File: config.mk
export PLATFORM = sky130hd
export DESIGN_NAME = dft_tracker
export DESIGN_NICKNAME = d
export VERILOG_FILES = /design/src/rtl/dft_pkg.sv /design/src/rtl/dft_prod_table.sv /design/src/rtl/dft_graph_table.sv /design/src/rtl/dft_tracker.sv
export SDC_FILE = /design/constraint.sdc
export NUM_CORES = 2
export LEC_CHECK = 0
export CORE_MARGIN = 2
export CORE_UTILIZATION = 47
export DETAILED_ROUTE_END_ITERATION = 10
export PLACE_DENSITY = 0.67
export REMOVE_ABC_BUFFERS = 1
export SETUP_SLACK_MARGIN = 0.2
export SLEW_MARGIN = 25
export SYNTH_ARGS = -nofsm -noshare
export SYNTH_HDL_FRONTEND = slang
export SYNTH_SLANG_ARGS = --single-unit
File: constraint.sdc
create_clock -name clk -period 13.5 [get_ports clk]
set_input_delay 2.025 -clock clk [delete_from_list [all_inputs] [get_ports clk]]
set_output_delay 2.025 -clock clk [all_outputs]
set_load 0.03 [all_outputs]
File: src/rtl/dft_pkg.sv
package dft_pkg;
    typedef enum logic [1:0] {
        CLS_MERGE = 2'b00,
        CLS_LOAD  = 2'b01,
        CLS_STOPA = 2'b10,
        CLS_STOPB = 2'b11
    } op_cls_e;

    function automatic logic cls_takes_slot(input logic [1:0] c);
        return (c == CLS_MERGE) || (c == CLS_LOAD);
    endfunction
endpackage

File: src/rtl/dft_prod_table.sv
module dft_prod_table #(
    parameter int NREG  = 32,
    parameter int DEPTH = 32,
    parameter int NRD   = 3
) (
    input  logic                               clk,
    input  logic                               rst_n,
    input  logic [NRD-1:0][$clog2(NREG)-1:0]   rd_reg,
    output logic [NRD-1:0]                     rd_hit,
    output logic [NRD-1:0][$clog2(DEPTH)-1:0]  rd_idx,
    input  logic [$clog2(NREG)-1:0]            q_reg,
    output logic                               q_hit,
    output logic [$clog2(DEPTH)-1:0]           q_idx,
    input  logic                               wr_en,
    input  logic [$clog2(NREG)-1:0]            wr_reg,
    input  logic                               wr_set,
    input  logic [$clog2(DEPTH)-1:0]           wr_idx
);
    localparam int IW = $clog2(DEPTH);

    typedef struct packed {
        logic [NREG-1:0]         vld;
        logic [NREG-1:0][IW-1:0] ptr;
    } map_t;

    map_t st_d, st_q;

    for (genvar g = 0; g < NRD; g++) begin : g_rd
        assign rd_hit[g] = st_q.vld[rd_reg[g]];
        assign rd_idx[g] = st_q.ptr[rd_reg[g]];
    end

    assign q_hit = st_q.vld[q_reg];
    assign q_idx = st_q.ptr[q_reg];

    always_comb begin
        st_d = st_q;
        if (wr_en) begin
            st_d.vld[wr_reg] = wr_set;
            if (wr_set) begin
                st_d.ptr[wr_reg] = wr_idx;
            end
        end
    end

    always_ff @(posedge clk) begin
        if (!rst_n) begin
            st_q <= '0;
        end else begin
            st_q <= st_d;
        end
    end

    // an invalidating write leaves the register without a producer
    a_r7_map_cleared: assert property (@(posedge clk) disable iff (!rst_n)
        (wr_en && !wr_set) |=> !st_q.vld[$past(wr_reg)]);
endmodule

File: src/rtl/dft_graph_table.sv
module dft_graph_table #(
    parameter int DEPTH = 32,
    parameter int FW    = 8
) (
    input  logic                              clk,
    input  logic                              rst_n,
    input  logic                              alloc_en,
    input  logic [FW-1:0]                     alloc_func,
    input  logic [1:0]                        mk_en,
    input  logic [1:0][$clog2(DEPTH)-1:0]     mk_idx,
    input  logic [1:0]                        mk_ext,
    input  logic                              kill_en,
    input  logic [$clog2(DEPTH)-1:0]          kill_idx,
    output logic [$clog2(DEPTH+1)-1:0]        count,
    output logic                              full,
    input  logic [$clog2(DEPTH)-1:0]          q_idx,
    output logic                              q_vld,
    output logic                              q_out,
    output logic [FW-1:0]                     q_func
);
    localparam int IW = $clog2(DEPTH);
    localparam int CW = $clog2(DEPTH + 1);

    typedef struct packed {
        logic [DEPTH-1:0]         vld;
        logic [DEPTH-1:0]         outf;
        logic [DEPTH-1:0]         cons;
        logic [DEPTH-1:0]         ext;
        logic [DEPTH-1:0][FW-1:0] func;
        logic [CW-1:0]            cnt;
    } gt_t;

    gt_t st_d, st_q;
    logic [IW-1:0] slot;
    logic          take;

    assign full   = (st_q.cnt == CW'(DEPTH));
    assign count  = st_q.cnt;
    assign slot   = st_q.cnt[IW-1:0];
    assign take   = alloc_en && !full;
    assign q_vld  = st_q.vld[q_idx];
    assign q_out  = st_q.outf[q_idx];
    assign q_func = st_q.func[q_idx];

    always_comb begin
        st_d = st_q;
        for (int k = 0; k < 2; k++) begin
            if (mk_en[k]) begin
                if (mk_ext[k]) begin
                    st_d.ext[mk_idx[k]] = 1'b1;
                end else begin
                    st_d.cons[mk_idx[k]] = 1'b1;
                end
            end
        end
        if (kill_en && st_d.cons[kill_idx] && !st_d.ext[kill_idx]) begin
            st_d.outf[kill_idx] = 1'b0;
        end
        if (take) begin
            st_d.vld[slot]  = 1'b1;
            st_d.outf[slot] = 1'b1;
            st_d.cons[slot] = 1'b0;
            st_d.ext[slot]  = 1'b0;
            st_d.func[slot] = alloc_func;
            st_d.cnt        = st_q.cnt + CW'(1);
        end
    end

    always_ff @(posedge clk) begin
        if (!rst_n) begin
            st_q <= '0;
        end else begin
            st_q <= st_d;
        end
    end

    a_r8_full_holds: assert property (@(posedge clk) disable iff (!rst_n)
        full |=> (full && $stable(st_q.cnt)));
    a_r3_count_step: assert property (@(posedge clk) disable iff (!rst_n)
        take |=> (st_q.cnt == $past(st_q.cnt) + CW'(1)));
    a_r3_new_flagged: assert property (@(posedge clk) disable iff (!rst_n)
        take |=> (st_q.vld[$past(slot)] && st_q.outf[$past(slot)]));
    a_r7_ext_keeps_flag: assert property (@(posedge clk) disable iff (!rst_n)
        (kill_en && st_q.ext[kill_idx] && st_q.outf[kill_idx]) |=> st_q.outf[$past(kill_idx)]);
endmodule

File: src/rtl/dft_tracker.sv
module dft_tracker #(
    parameter int NREG  = 32,
    parameter int DEPTH = 32,
    parameter int FW    = 8,
    localparam int RW   = $clog2(NREG),
    localparam int IW   = $clog2(DEPTH),
    localparam int CW   = $clog2(DEPTH + 1)
) (
    input  logic          clk,
    input  logic          rst_n,
    input  logic          in_valid,
    input  logic [1:0]    in_cls,
    input  logic          in_s0_use,
    input  logic [RW-1:0] in_s0,
    input  logic          in_s1_use,
    input  logic [RW-1:0] in_s1,
    input  logic          in_wr,
    input  logic [RW-1:0] in_dst,
    input  logic [FW-1:0] in_func,
    output logic          rsp_valid,
    output logic          rsp_alloc,
    output logic [IW-1:0] rsp_idx,
    output logic          rsp_s0_hit,
    output logic [IW-1:0] rsp_s0_idx,
    output logic          rsp_s1_hit,
    output logic [IW-1:0] rsp_s1_idx,
    output logic [CW-1:0] gt_count,
    output logic          gt_full,
    input  logic [IW-1:0] gq_idx,
    output logic          gq_valid,
    output logic          gq_out,
    output logic [FW-1:0] gq_func,
    input  logic [RW-1:0] pq_reg,
    output logic          pq_hit,
    output logic [IW-1:0] pq_idx
);
    import dft_pkg::*;

    typedef struct packed {
        logic          valid;
        logic          alloc;
        logic [IW-1:0] idx;
        logic [1:0]    hit;
        logic [1:0][IW-1:0] sidx;
    } rsp_t;

    rsp_t rsp_d, rsp_q;

    logic [2:0][RW-1:0] rd_reg;
    logic [2:0]         rd_hit;
    logic [2:0][IW-1:0] rd_idx;
    logic [1:0]         use_src;
    logic [1:0]         src_hit;
    logic               alloc;
    logic               stop;
    logic               map_wr, map_set;
    logic [1:0]         mk_en, mk_ext;
    logic               kill_en;
    logic [CW-1:0]      cnt;
    logic               full;

    assign rd_reg  = {in_dst, in_s1, in_s0};
    assign use_src = {in_s1_use, in_s0_use};
    assign gt_count = cnt;
    assign gt_full  = full;

    always_comb begin
        alloc   = in_valid && cls_takes_slot(in_cls) && !full;
        stop    = in_valid && !alloc;
        src_hit = use_src & rd_hit[1:0] & {2{in_valid}};
        mk_en   = src_hit;
        mk_ext  = {2{stop}};
        map_wr  = in_valid && in_wr;
        map_set = alloc && (in_cls == CLS_MERGE);
        kill_en = map_wr && rd_hit[2];

        rsp_d       = '0;
        rsp_d.valid = in_valid;
        rsp_d.alloc = alloc;
        rsp_d.idx   = alloc ? cnt[IW-1:0] : '0;
        rsp_d.hit   = src_hit;
        rsp_d.sidx[0] = src_hit[0] ? rd_idx[0] : '0;
        rsp_d.sidx[1] = src_hit[1] ? rd_idx[1] : '0;
    end

    always_ff @(posedge clk) begin
        if (!rst_n) begin
            rsp_q <= '0;
        end else begin
            rsp_q <= rsp_d;
        end
    end

    assign rsp_valid  = rsp_q.valid;
    assign rsp_alloc  = rsp_q.alloc;
    assign rsp_idx    = rsp_q.idx;
    assign rsp_s0_hit = rsp_q.hit[0];
    assign rsp_s0_idx = rsp_q.sidx[0];
    assign rsp_s1_hit = rsp_q.hit[1];
    assign rsp_s1_idx = rsp_q.sidx[1];

    dft_prod_table #(.NREG(NREG), .DEPTH(DEPTH), .NRD(3)) map_i (
        .clk    (clk),
        .rst_n  (rst_n),
        .rd_reg (rd_reg),
        .rd_hit (rd_hit),
        .rd_idx (rd_idx),
        .q_reg  (pq_reg),
        .q_hit  (pq_hit),
        .q_idx  (pq_idx),
        .wr_en  (map_wr),
        .wr_reg (in_dst),
        .wr_set (map_set),
        .wr_idx (cnt[IW-1:0])
    );

    dft_graph_table #(.DEPTH(DEPTH), .FW(FW)) graph_i (
        .clk        (clk),
        .rst_n      (rst_n),
        .alloc_en   (alloc),
        .alloc_func (in_func),
        .mk_en      (mk_en),
        .mk_idx     (rd_idx[1:0]),
        .mk_ext     (mk_ext),
        .kill_en    (kill_en),
        .kill_idx   (rd_idx[2]),
        .count      (cnt),
        .full       (full),
        .q_idx      (gq_idx),
        .q_vld      (gq_valid),
        .q_out      (gq_out),
        .q_func     (gq_func)
    );

    a_r9_rsp_follows: assert property (@(posedge clk) disable iff (!rst_n)
        in_valid |=> rsp_valid);
    a_r9_rsp_idle: assert property (@(posedge clk) disable iff (!rst_n)
        !in_valid |=> !rsp_valid);
    a_r7_stop_no_slot: assert property (@(posedge clk) disable iff (!rst_n)
        (in_valid && in_cls[1]) |=> (rsp_valid && !rsp_alloc));
    a_r2_link_in_range: assert property (@(posedge clk) disable iff (!rst_n)
        pq_hit |-> (CW'(pq_idx) < cnt));
    a_r3_idx_is_count: assert property (@(posedge clk) disable iff (!rst_n)
        (rsp_valid && rsp_alloc) |-> (CW'(rsp_idx) + CW'(1) == cnt));
endmodule

==> out/results.ini <==
[finish]
diodes=0
seq_area_um2=12000
fin_cells=4228
final_nets=3364
final_cell_mix=754 x nand2_1, 598 x dfxtp_1, 469 x a21oi_1, 294 x mux4_2, 215 x nor2_1
mostFrequentLayoutCell=nand2_1
finalInstanceArea_um2=34700
fillCellCount=5944
areaGrowthSynthToFinish_pct=10.8
multiInputGateArea_um2=18000
drive_gt1_share_pct=16.0

[status]
status=complete, no violations

[yosys]
synth_cell_types=83
synthArstFlopShare_pct=0
synth-seq-cells=601
syn_inst=3405
synthFlopType=dfxtp_1
ys_seq_area_share_pct=38.4
yosys_warnings=0
synth_edf_count=0
synth_area_per_cell_um2=9.19
syn_area_um2=31300

[drt]
via_per_inst=6.51
drtIter0Drc=4007
wirelength_um=106000
vias=27517
drc=0
post_drt_wl_per_cell_um=25.1
drt_pass1_iterations=6
antenna_left=0

[timing]
fin_crit_ps=7410
tns_ps=0
slew_headroom_pct=21.8
rsz0062_at_grt=no
fmax_ghz=0.135
skew_ps=23.3
tightest_slew_ps=1170
finalHoldViolCount=0
maxSlewViolCount=0
fin_crit_sh_pct=54.9
finalSetupViolCount=0

[global_routing]
grt_max_degree=220
grt_pass1_vias=25519
overflow=0
antenna_found_initial=1
grtUsageTotal_pct=30.5
grt_pass1_wl_um=159000

[worst_setup_path]
cp-start-kind=input pin
r2r-start=map_i.st_q[76]
max_stage_delay_ps=720
path_class=in2out
cp.depth=6
worst_path_max_delay_cell=buf_4
required_ps=11480
r2r_slack_ps=8140
path_buf_inv=3
path_common_cell=mux4_2
critical_path.max_fanout=42
critPathTopFamily=buffers and inverters
r2r_cells=11
crit_chain=buf_6, buf_4, mux4_2, mux4_2, mux2_2, clkdlybuf4s50_1
crit_path_end_kind=primary output
crit_arrival_ps=5380
r2r-end=graph_i.st_q[354]

[clocking]
insertion_delay_ps=630
cts-buffers-inserted=66
clk_pin_slew_worst_paths_ps=60
cts.hold.buffers_added=0
cts_tree=done
cts_root_buf=clkbuf_16
cts_sinks=601
h-tree-depth=3
post-cts-setup-buffer-count=0
ctsResizeCount=0
cts.path.max_buffers=3

[placed_design]
placed_area_um2=32400
dp_hpwl_um=70000
dp.cells=4115
portBuffers=82
place_congestion=0.987

[die]
die_w_um=262
die_h_um=262
row_count=94
core-area_um2=65900
dieArea_um2=68700
initial_utilization_pct=47.5
io_pins=83

[hold_path]
min_from=graph_i.st_q[301]
hold_end=graph_i.st_q[301]
hold_class=reg2reg
holdPathStages=2

[power_and_ir_drop]
p_leak_nw=11.2
p_per_area_nw_per_um2=113
ir_drop_v=0.0000809

[job]
cap_viol_max_count=0

## layout make-up
type / count / area share (%)
Timing Repair Buffer: 140 / 3.59
Multi-Input combinational cell: 2483 / 51.9
Clock inverter: 29 / 1.13
Tap cell: 864 / 3.12
Clock buffer: 84 / 5.31
Inverter: 27 / 0.314
Sequential cell: 601 / 34.7
## sequential cells by signal, indices dropped and copies added (netlist names)
register and flops:
rsp_s1_idx 5, rsp_s0_idx 5, map_i.st_q 192, rsp_valid 1, rsp_idx 5, rsp_s0_hit 1, graph_i.st_q 384, rsp_alloc 1
rsp_s1_hit 1, graph_i.count 6
## worst max-delay path by stage
stage / startpoint / to / slack (ps)
floorplan: rst_n / graph_i.st_q[262] / 6990
global placement: in_s1[1] / graph_i.st_q[342] / 5840
detailed placement: in_s1[1] / graph_i.st_q[343] / 5670
CTS: gq_idx[0] / gq_func[4] / 6030
global route: gq_idx[0] / gq_func[4] / 5900
finish: gq_idx[0] / gq_func[4] / 6090
## synthesized netlist by cell type (all sizes together), types with 9 or more instances
cell type,number,area (um2)
a211oi,14,105
a21oi,470,2360
a221o,9,90.1
a221oi,13,120
a22oi,27,203
a31oi,11,68.8
a41oi,11,96.3
and2,19,119
and3,30,188
buf,81,449
clkbuf,213,800
dfxtp,601,12000
inv,26,97.6
mux2,23,259
mux2i,104,1070
mux4,294,6620
nand2,755,2840
nand2b,17,106
nand3,136,681
nand4,11,68.8
nor2,228,856
nor2b,19,119
nor3,53,293
o21ai,95,475
o221ai,25,219
o31ai,15,113
or2,9,56.3
or3,9,56.3
## power breakdown
part | total [mW] | switching [mW] | internal (mW)
sequential | 1.78 | 0.00261 | 1.78
combinational | 0.268 | 0.188 | 0.0804
clock | 1.87 | 0.782 | 1.09
total | 3.92 | 0.972 | 2.95
## per-stage QoR
| step | power (mW) | worst slack (ps) | hold WS (ps) | util [%] |
|---|---|---|---|---|
| final | 3.92 | 6090 | 451 | 52.7 |
| after global routing | 4.01 | 5900 | 466 | 52.7 |
| after CTS | 3.93 | 6030 | 449 | 52.7 |
| after detailed placement | 2.08 | 5670 | 440 | 49.3 |
| after global placement | 2.08 | 5840 | 438 | 49.2 |
| after floorplan | 1.93 | 6990 | 421 | - |
## metal layers
layer | track usage [%] | part of all wire [%]
met3 | 6.76 | 12
met4 | 12.4 | 4.0
met5 | 0 | 0.0085
met2 | 45.9 | 44
met1 | 42.6 | 40
## cell families (layout without fill, tap and decap cells)
logic type,after synthesis,after routing,synth area share [%]
adder cells (fa/ha/maj),4,4,0.160
buffers and inverters,321,280,4.31
AND/OR/NAND/NOR,1313,1313,17.8
XOR/XNOR,4,4,0.112
AO/OA/AOI/OAI,741,741,13.7
multiplexers,421,421,25.4
flip-flops,601,601,38.4
## tightest hold or removal path: stages (launching register included)
cell	delay [ps]
dfxtp_1	310
inv_1	50
a21oi_1	50
No activity file was read; power rests on OpenSTA's default activity.
